### src/rtl/qpel_pkg.sv
package qpel_pkg;
  // Six taps along each axis; the window is square.
  localparam int NTAP = 6;
  // Register stages between the input and output handshakes.
  localparam int LAT  = 3;

  // Strobes from the control to the datapath, one per pipeline stage.
  typedef struct packed {
    logic s1En;
    logic s2En;
    logic s3En;
  } qpel_ctrl_t;
endpackage

### src/rtl/qpel_ctrl.sv
module qpel_ctrl
  import qpel_pkg::*;
(
  input  logic       clk,
  input  logic       rst_n,
  input  logic       inValid,
  output logic       inReady,
  input  logic       outReady,
  output logic       outValid,
  output qpel_ctrl_t ctrl
);
  logic [LAT-1:0] validPipe;
  logic advance;

  assign advance  = !validPipe[LAT-1] || outReady;
  assign inReady  = advance;
  assign outValid = validPipe[LAT-1];

  assign ctrl.s1En = advance && inValid;
  assign ctrl.s2En = advance && validPipe[0];
  assign ctrl.s3En = advance && validPipe[1];

  always_ff @(posedge clk or negedge rst_n) begin
    if (!rst_n) validPipe <= '0;
    else if (advance) validPipe <= {validPipe[LAT-2:0], inValid};
  end


  empty_accept_chk: assert property (@(posedge clk) disable iff (!rst_n)
    !outValid |-> inReady);


  stall_valid_chk: assert property (@(posedge clk) disable iff (!rst_n)
    outValid && !outReady |=> outValid);
endmodule

### src/rtl/qpel_datapath.sv
module qpel_datapath
  import qpel_pkg::*;
#(
  parameter int PIX_W = 8
) (
  input  logic                         clk,
  input  logic                         rst_n,
  input  qpel_ctrl_t                   ctrl,
  input  logic [NTAP*NTAP*PIX_W-1:0]   inWin,
  input  logic [1:0]                   fracX,
  input  logic [1:0]                   fracY,
  output logic [PIX_W-1:0]             outPix
);
  localparam int JW  = 2*PIX_W + 6;
  localparam int CTR = NTAP/2 - 1;
  localparam logic signed [JW-1:0] K5   = JW'(5);
  localparam logic signed [JW-1:0] K20  = JW'(20);
  localparam logic signed [JW-1:0] MAXV = JW'((1 << PIX_W) - 1);

  function automatic logic signed [JW-1:0] toAcc(input logic [PIX_W-1:0] p);
    return {{(JW-PIX_W){1'b0}}, p};
  endfunction

  function automatic logic signed [JW-1:0] tap6(
    input logic signed [JW-1:0] t0, t1, t2, t3, t4, t5);
    return t0 - K5*t1 + K20*t2 + K20*t3 - K5*t4 + t5;
  endfunction

  function automatic logic [PIX_W-1:0] rndClip(input logic signed [JW-1:0] x,
                                               input int sh);
    logic signed [JW-1:0] bias;
    logic signed [JW-1:0] t;
    bias = '0;
    bias[sh-1] = 1'b1;
    t = (x + bias) >>> sh;
    if (t < 0) return '0;
    else if (t > MAXV) return MAXV[PIX_W-1:0];
    else return t[PIX_W-1:0];
  endfunction

  function automatic logic [PIX_W-1:0] avgUp(input logic [PIX_W-1:0] a,
                                             input logic [PIX_W-1:0] b);
    logic [PIX_W:0] s;
    s = {1'b0, a} + {1'b0, b} + {{PIX_W{1'b0}}, 1'b1};
    return s[PIX_W:1];
  endfunction

  // Window unpack
  logic [PIX_W-1:0] pix [NTAP][NTAP];
  for (genvar r = 0; r < NTAP; r++) begin : g_row
    for (genvar c = 0; c < NTAP; c++) begin : g_col
      assign pix[r][c] = inWin[(r*NTAP+c)*PIX_W +: PIX_W];
    end
  end

  // Stage 1: raw six-tap sums
  logic signed [JW-1:0] colSum [NTAP];
  logic signed [JW-1:0] rowSumA, rowSumB;
  always_comb begin
    for (int c = 0; c < NTAP; c++)
      colSum[c] = tap6(toAcc(pix[0][c]), toAcc(pix[1][c]), toAcc(pix[2][c]),
                       toAcc(pix[3][c]), toAcc(pix[4][c]), toAcc(pix[5][c]));
    rowSumA = tap6(toAcc(pix[CTR][0]), toAcc(pix[CTR][1]), toAcc(pix[CTR][2]),
                   toAcc(pix[CTR][3]), toAcc(pix[CTR][4]), toAcc(pix[CTR][5]));
    rowSumB = tap6(toAcc(pix[CTR+1][0]), toAcc(pix[CTR+1][1]), toAcc(pix[CTR+1][2]),
                   toAcc(pix[CTR+1][3]), toAcc(pix[CTR+1][4]), toAcc(pix[CTR+1][5]));
  end

  logic signed [JW-1:0] s1Col [NTAP];
  logic signed [JW-1:0] s1RowA, s1RowB;
  logic [PIX_W-1:0] s1G, s1Right, s1Below;
  logic [1:0] s1Fx, s1Fy;

  always_ff @(posedge clk or negedge rst_n) begin
    if (!rst_n) begin
      for (int c = 0; c < NTAP; c++) s1Col[c] <= '0;
      s1RowA <= '0; s1RowB <= '0;
      s1G <= '0; s1Right <= '0; s1Below <= '0;
      s1Fx <= '0; s1Fy <= '0;
    end else if (ctrl.s1En) begin
      for (int c = 0; c < NTAP; c++) s1Col[c] <= colSum[c];
      s1RowA  <= rowSumA;
      s1RowB  <= rowSumB;
      s1G     <= pix[CTR][CTR];
      s1Right <= pix[CTR][CTR+1];
      s1Below <= pix[CTR+1][CTR];
      s1Fx    <= fracX;
      s1Fy    <= fracY;
    end
  end

  // Stage 2: normalise the half samples, second pass for the centre
  logic signed [JW-1:0] centreSum;
  assign centreSum = tap6(s1Col[0], s1Col[1], s1Col[2], s1Col[3], s1Col[4], s1Col[5]);

  logic [PIX_W-1:0] s2HalfB, s2HalfS, s2HalfH, s2HalfM, s2HalfJ;
  logic [PIX_W-1:0] s2G, s2Right, s2Below;
  logic [1:0] s2Fx, s2Fy;

  always_ff @(posedge clk or negedge rst_n) begin
    if (!rst_n) begin
      s2HalfB <= '0; s2HalfS <= '0; s2HalfH <= '0; s2HalfM <= '0; s2HalfJ <= '0;
      s2G <= '0; s2Right <= '0; s2Below <= '0;
      s2Fx <= '0; s2Fy <= '0;
    end else if (ctrl.s2En) begin
      s2HalfB <= rndClip(s1RowA, 5);
      s2HalfS <= rndClip(s1RowB, 5);
      s2HalfH <= rndClip(s1Col[CTR], 5);
      s2HalfM <= rndClip(s1Col[CTR+1], 5);
      s2HalfJ <= rndClip(centreSum, 10);
      s2G     <= s1G;
      s2Right <= s1Right;
      s2Below <= s1Below;
      s2Fx    <= s1Fx;
      s2Fy    <= s1Fy;
    end
  end

  // Stage 3: position select and quarter averaging
  logic [PIX_W-1:0] opA, opB, direct, minOp, maxOp, selPix;
  logic isAvg;

  always_comb begin
    isAvg  = 1'b1;
    direct = s2G;
    opA    = s2G;
    opB    = s2G;
    if (s2Fx == 2'd0 && s2Fy == 2'd0) begin
      isAvg = 1'b0;
    end else if (s2Fy == 2'd0) begin
      isAvg  = (s2Fx != 2'd2);
      direct = s2HalfB;
      opA    = (s2Fx == 2'd1) ? s2G : s2Right;
      opB    = s2HalfB;
    end else if (s2Fx == 2'd0) begin
      isAvg  = (s2Fy != 2'd2);
      direct = s2HalfH;
      opA    = (s2Fy == 2'd1) ? s2G : s2Below;
      opB    = s2HalfH;
    end else if (s2Fx == 2'd2 && s2Fy == 2'd2) begin
      isAvg  = 1'b0;
      direct = s2HalfJ;
    end else if (s2Fx == 2'd2) begin
      opA = s2HalfJ;
      opB = (s2Fy == 2'd1) ? s2HalfB : s2HalfS;
    end else if (s2Fy == 2'd2) begin
      opA = s2HalfJ;
      opB = (s2Fx == 2'd1) ? s2HalfH : s2HalfM;
    end else begin
      opA = (s2Fy == 2'd1) ? s2HalfB : s2HalfS;
      opB = (s2Fx == 2'd1) ? s2HalfH : s2HalfM;
    end
    minOp  = (opA < opB) ? opA : opB;
    maxOp  = (opA < opB) ? opB : opA;
    selPix = isAvg ? avgUp(opA, opB) : direct;
  end

  always_ff @(posedge clk or negedge rst_n) begin
    if (!rst_n) outPix <= '0;
    else if (ctrl.s3En) outPix <= selPix;
  end


  int_pass_chk: assert property (@(posedge clk) disable iff (!rst_n)
    ctrl.s3En && s2Fx == 2'd0 && s2Fy == 2'd0 |=> outPix == $past(s2G));


  avg_bound_chk: assert property (@(posedge clk) disable iff (!rst_n)
    ctrl.s3En && isAvg |=> outPix >= $past(minOp) && outPix <= $past(maxOp));
endmodule

### src/rtl/qpel_interp.sv
module qpel_interp
  import qpel_pkg::*;
#(
  parameter int PIX_W = 8
) (
  input  logic                       clk,
  input  logic                       rst_n,
  input  logic                       inValid,
  output logic                       inReady,
  input  logic [NTAP*NTAP*PIX_W-1:0] inWin,
  input  logic [1:0]                 fracX,
  input  logic [1:0]                 fracY,
  output logic                       outValid,
  input  logic                       outReady,
  output logic [PIX_W-1:0]           outPix
);
  qpel_ctrl_t ctrl;

  qpel_ctrl u_ctrl (
    .clk      (clk),
    .rst_n    (rst_n),
    .inValid  (inValid),
    .inReady  (inReady),
    .outReady (outReady),
    .outValid (outValid),
    .ctrl     (ctrl)
  );

  qpel_datapath #(.PIX_W(PIX_W)) u_dp (
    .clk    (clk),
    .rst_n  (rst_n),
    .ctrl   (ctrl),
    .inWin  (inWin),
    .fracX  (fracX),
    .fracY  (fracY),
    .outPix (outPix)
  );


  stall_hold_chk: assert property (@(posedge clk) disable iff (!rst_n)
    outValid && !outReady |=> $stable(outPix));
endmodule

### config.mk
export PLATFORM = sky130hd
export DESIGN_NAME = qpel_interp
export DESIGN_NICKNAME = d
export VERILOG_FILES = /design/src/rtl/qpel_pkg.sv /design/src/rtl/qpel_ctrl.sv /design/src/rtl/qpel_datapath.sv /design/src/rtl/qpel_interp.sv
export SDC_FILE = /design/constraint.sdc
export NUM_CORES = 2
export LEC_CHECK = 0
export BUFFER_PORTS_ARGS = -buffer_cell sky130_fd_sc_hd__buf_4
export CORE_ASPECT_RATIO = 1.5
export CORE_MARGIN = 2
export CORE_UTILIZATION = 28
export CTS_CLUSTER_SIZE = 16
export DETAILED_ROUTE_END_ITERATION = 8
export GPL_ROUTABILITY_DRIVEN = 0
export HOLD_SLACK_MARGIN = 0.08
export PLACE_DENSITY = 0.4
export SYNTH_ARGS = -nofsm -noshare
export SYNTH_HDL_FRONTEND = slang
export SYNTH_SLANG_ARGS = --single-unit
### constraint.sdc
create_clock -name clk -period 8.23 [get_ports clk]
set_input_delay 1.646 -clock clk [delete_from_list [all_inputs] [get_ports clk]]
set_output_delay 1.646 -clock clk [all_outputs]
set_load 0.02 [all_outputs]
* Word-level counts from Yosys, hierarchy flattened
Cells that the tools add are included.
Widths: inputs -> output; s select.
** Cells by class
- $add $sub $neg :: 52
- Reductions and logical operators :: 9
- Mux-type cells :: 34
- $lt $le $gt $ge :: 10
- Equal/unequal tests :: 6
- Multiply operators :: 32
** Operators by type and width (count)
- $add 22x22->22 :: 19
- $mul 3x8->11 const A :: 28
- $mux 8 :: 30
- $sub 22x22->22 :: 10
- $add 22x9->22 :: 8
- $sub 9x22->22 :: 8
- $add 22x6->22 const B :: 4
- $gt 17x9->1 const B :: 4
- $lt 17x1->1 const B :: 4
- $mul 4x22->20 const A :: 2
- $mul 4x22->22 const A :: 2
- $add 22x11->22 const B :: 1
- $gt 12x9->1 const B :: 1
- $lt 12x1->1 const B :: 1
- $add 8x8->9 :: 1
- $add 9x1->9 const B :: 1
- $logic_and 1x1->1 :: 5
- $eq 2x1->1 const B :: 2
- $eq 2x2->1 const B :: 2
- $logic_not 2->1 :: 2
- $mux 1 :: 4
- $ne 2x2->1 const B :: 2
- $logic_not 1->1 :: 1
- $logic_or 1x1->1 :: 1
** Storage, ports and cells
- Input port bits :: 296
- Bits in registers :: 283
- Output and inout bits :: 10
- Logic and storage cells :: 168

* Depth between registers and ports, before layout
- Depth in word-level cells :: 11
- Gate-level depth with buffers :: 32
- Mapped depth without buffers :: 32

* By module
A second synthesis with hierarchy kept.
** Second synthesis, totals
- Cells, all modules :: 4269
- Area, all modules :: 39725.6 um^2
** Modules (own cells, without submodules)
- qpel_datapath :: area each 39570.5 um^2, times used 1, sequential area each 6206.0 um^2, cells an instance 4258
- qpel_ctrl :: area each 155.1 um^2, times used 1, sequential area each 75.1 um^2, cells an instance 11

* Worst setup path after synthesis
No wires, ideal clock.
- Path kind :: reg-to-reg
- Start :: reg u_dp.s1Col[48] (netlist name)
- End :: reg u_dp.s2HalfJ[1]
- Clock period less this slack :: 7.581 ns
- Library setup time :: 0.134 ns
- Data arrival time :: 7.447 ns
- Buffers on the path :: 0
- Stages on the path, launching flop included :: 30
- Required time :: 8.096 ns
- Slack :: 0.649 ns
- Cells stage by stage :: dfrtp_1 ha_1 ha_1 a21o_1 a21oi_1 o21bai_1 a21oi_1 o21ba_2 o21ai_0 o41ai_1 o21bai_1 a21oi_1 xor2_1 fa_1 fa_1 ha_1 fa_1 inv_1 fa_1 inv_1 fa_1 inv_1 ha_1 or3_1 nor3_1 nor4_1 o31a_1 or3_1 a21oi_2 nor3_1
** On the way
- Word-level cells in the longest chain between the ends :: 8
- Elaborated cells between the ends (all ways) :: 9
- Those cells by class :: add/sub: 4; mul: 1; order compare: 2; mux: 2
** RTL lines
- from (decl) :: line qpel_datapath.sv:69 : logic signed [JW-1:0] s1Col [NTAP];
- $mul 4x22->20 * :: line qpel_datapath.sv:26 : return t0 - K5*t1 + K20*t2 + K20*t3 - K5*t4 + t5;
- $add 22x22->22 * :: line qpel_datapath.sv:26
- $sub 22x22->22 * :: line qpel_datapath.sv:26
- $add 22x22->22 * :: line qpel_datapath.sv:26
- $add 22x11->22 * :: line qpel_datapath.sv:35 : t = (x + bias) >>> sh;
- $gt 12x9->1 :: line qpel_datapath.sv:37 : else if (t > MAXV) return MAXV[PIX_W-1:0];
- $mux 8 :: line qpel_datapath.sv:37
- $mux 8 * :: line qpel_datapath.sv:36 : if (t < 0) return '0;
- to (signal assigned) :: line qpel_datapath.sv:110 : s2HalfJ <= rndClip(centreSum, 10);
- to (decl) :: line qpel_datapath.sv:96 : logic [PIX_W-1:0] s2HalfB, s2HalfS, s2HalfH, s2HalfM, s2HalfJ;
Every way passes the cells marked *; elsewhere a longest branch is shown, timed or not.
A chain may end at the register's enable or synchronous reset.

* Worst setup path in the final report
- Start :: reg u_dp.s1Col[46] (netlist name)
- End :: reg u_dp.s2HalfJ[6]
Same word-level chain as after synthesis.

==> results.cfg <==
[job]
cap_violations = 0

[clocking]
hold_buffers = 0
clockBufferDepth = 3
cts_tree = done
clkSlewWorstSetupHoldPaths_ns = 0.06
root_buffer = clkbuf_16
cts_made_buffers = 34
htreeDepth = 2
cts.sinks = 275
clock_latency_ns = 0.56

[final_layout]
final_common_cell = inv_1
num_antenna_cells = 0
area_delta_synth_final_pct = 15.11
drive_gt1_frac = 0.09848
num-nets-final = 5590
final_cell_mix = 731 x inv_1, 616 x ha_1, 418 x fa_1
fillerInstances = 13800

[floorplan]
initial_core_util = 0.2820
num_rows = 163
io_pins = 306
core_area_mm2 = 0.1315
die-area_mm2 = 0.1355
die_h_um = 449.8
die_w_um = 301.2

[grt]
grt_use_total = 0.1854
grt_max_degree = 194
grt_first_pass_wirelength_mm = 186.8
grt_overflow = 0
grt_pass1_vias = 29520
antenna_found_initial = 1

[route]
vias = 27670
wire_per_inst_um = 20.78
vias_per_cell = 4.598
drc_errors = 0
wirelength_mm = 125.1
ant_nets = 0
drtIter0Drc = 1253
drt_pass1_iterations = 7

[synthesis]
async_reset_ff_frac = 1.000
yosysWarnings = 0
ys_types = 67
synth-seq-cells = 275
syn_nets = 5299
yosys.area.top_type = fa_1
yosys-top-cells-area = fa_1 23%, ha_1 21%, dfrtp_1 19%, inv_1 7.4%, xnor2_1 4.4%
synth_area_mm2 = 0.03710
syn_avg_cell_area_um2 = 9.347
synth_top_cell_area_share = 0.2256
syn_inst = 3969
synth_seq_area_share = 0.1855
ys.flop_type = dfrtp_1
synth-edff-count = 0

[critical_path]
endpoint_kind = flop
cp.required_ns = 8.65
critPathMaxFanout = 8
rrSetupSlack_ns = 0.40
slowest_stage = fa_1
max_stage_delay_ns = 0.53
critPathKind = reg -> reg
critPathLaunchType = flop
cp.arrival_ns = 8.24
rr_worst_depth = 30
crit_top_cell = fa_1

[timing]
slew_headroom = 0.3222
tns_ns = 0
setup_viol = 0
drv_slew = 0
skew_ns = 0.01993
period_share = 0.9508
hold_viol = 0
grt_setup_unrepaired = no
fmax_ghz = 0.1278
worst-slew-pin-transition_ns = 1.017
period_minus_slack_ns = 7.825

[run_status]
outcome = complete, no violations

[min_path]
hold_path_depth = 2
worstHoldPathType = reg -> reg

[placement]
post-dp-hpwl_mm = 109.4
io_buffers = 305
==> synthesized netlist by cell type, types with 8 or more instances <==
| cell type | n |
|---|---|
| fa_1 | 418 |
| o21bai_1 | 70 |
| a31oi_1 | 16 |
| nor3_1 | 50 |
| dfrtp_1 | 275 |
| nand3_1 | 30 |
| inv_1 | 731 |
| or3_1 | 8 |
| nand2b_1 | 15 |
| ha_1 | 616 |
| o21ai_0 | 221 |
| nand2_1 | 385 |
| o31ai_1 | 9 |
| nor2b_1 | 50 |
| a211oi_1 | 14 |
| xor2_1 | 98 |
| o211ai_1 | 8 |
| nor2_1 | 120 |
| and3_1 | 36 |
| o22ai_1 | 26 |
| o41ai_1 | 8 |
| clkbuf_1 | 73 |
| a21oi_1 | 186 |
| and2_1 | 12 |
| o21a_1 | 17 |
| a21o_1 | 166 |
| mux2i_1 | 17 |
| xnor2_1 | 186 |
==> critical path: cells and delay by family (launching register included) <==
kind | cells | cell delay (ns)
XOR/XNOR | 1 | 0.27
flip-flops | 1 | 0.40
AND/OR/NAND/NOR | 5 | 1.10
adder cells (fa/ha/maj) | 9 | 3.67
AO/OA/AOI/OAI | 11 | 1.92
buffers and inverters | 4 | 0.32
==> sequential cells by signal, summed over array words and instances, names as in the netlist <==
signal            count
u_dp.s2Fy             2
u_dp.s1Fx             2
u_dp.s1Right          8
u_dp.s2HalfH          8
u_dp.s1Below          8
u_dp.s2HalfJ          8
u_dp.s2HalfM          8
u_dp.s2HalfS          8
u_ctrl.validPipe      3
u_dp.s2Fx             2
u_dp.outPix           8
u_dp.s1Fy             2
u_dp.s2HalfB          8
u_dp.s1RowB          18
u_dp.s1G              8
u_dp.s2Right          8
u_dp.s2Below          8
u_dp.s1Col          132
u_dp.s2G              8
u_dp.s1RowA          18
==> worst paths after layout <==
path	endpoint	from
hold / removal	u_dp.s2G[6]	u_dp.s1G[6]
setup reg to reg	u_dp.s2HalfJ[6]	u_dp.s1Col[46]
max in group asynchronous	u_dp.s2Right[2]	rst_n
setup / recovery	u_dp.s2HalfJ[6]	u_dp.s1Col[46]
hold reg to reg	u_dp.s2G[6]	u_dp.s1G[6]
min in group asynchronous	u_ctrl.validPipe[2]	rst_n
==> cells by family (layout without fill, tap and decap cells) <==
group,count (synthesis),in the layout,synth area share
adders and majority gates,1040,1040,0.4350
buffers and inverters,811,1127,0.08206
AOI/OAI and AO/OA,804,804,0.1368
and+or+nand+nor,733,733,0.08725
xor gates and xnor gates,285,285,0.06766
DFF,275,275,0.1855
muxes,21,21,0.005801
==> through the flow <==
step | instance area, um^2 | setup slack [ns] | hold WS [ns] | std cells | utilization
after floorplan | 37100 | 0.6485 | 0.4365 | 3969 | -
after global placement | 41490 | 0.05818 | 0.4495 | 5953 | 0.3154
after detailed placement | 41490 | 0.07109 | 0.4512 | 5953 | 0.3154
after CTS | 42640 | 0.06332 | 0.4665 | 6014 | 0.3241
after global routing | 42700 | 0.01214 | 0.4960 | 6017 | 0.3246
final | 42700 | 0.4049 | 0.4621 | 6017 | 0.3246
==> layout make-up <==
type	instances	area, um^2	share of cell area
clock buffers	49	1041	0.02438
flip-flops and latches	275	6882	0.1612
well taps	1732	2167	0.05075
repair buffers	335	2535	0.05936
clock inverters	12	106.4	0.002491
multi-input cells	2883	27230	0.6376
inverters	731	2744	0.06426
==> repair_timing <==
item / 4_1_cts / 5_1_grt
resized for setup: 0 / 9
endpoints found under the setup margin: 0 / 8
setup buffers: 0 / 3
==> layer usage <==
metal / track usage / part of all wire / vias to the layer above
li1: - / - / 13580
met5: 0 / 0 / -
met4: 0.04454 / 0.024 / 0
met3: 0.01690 / 0.025 / 96
met1: 0.2151 / 0.40 / 13570
met2: 0.3586 / 0.55 / 425
Power is left out: the tool's default activity adds up to more than one toggle a clock period on the data nets, which glitch-free logic cannot reach.
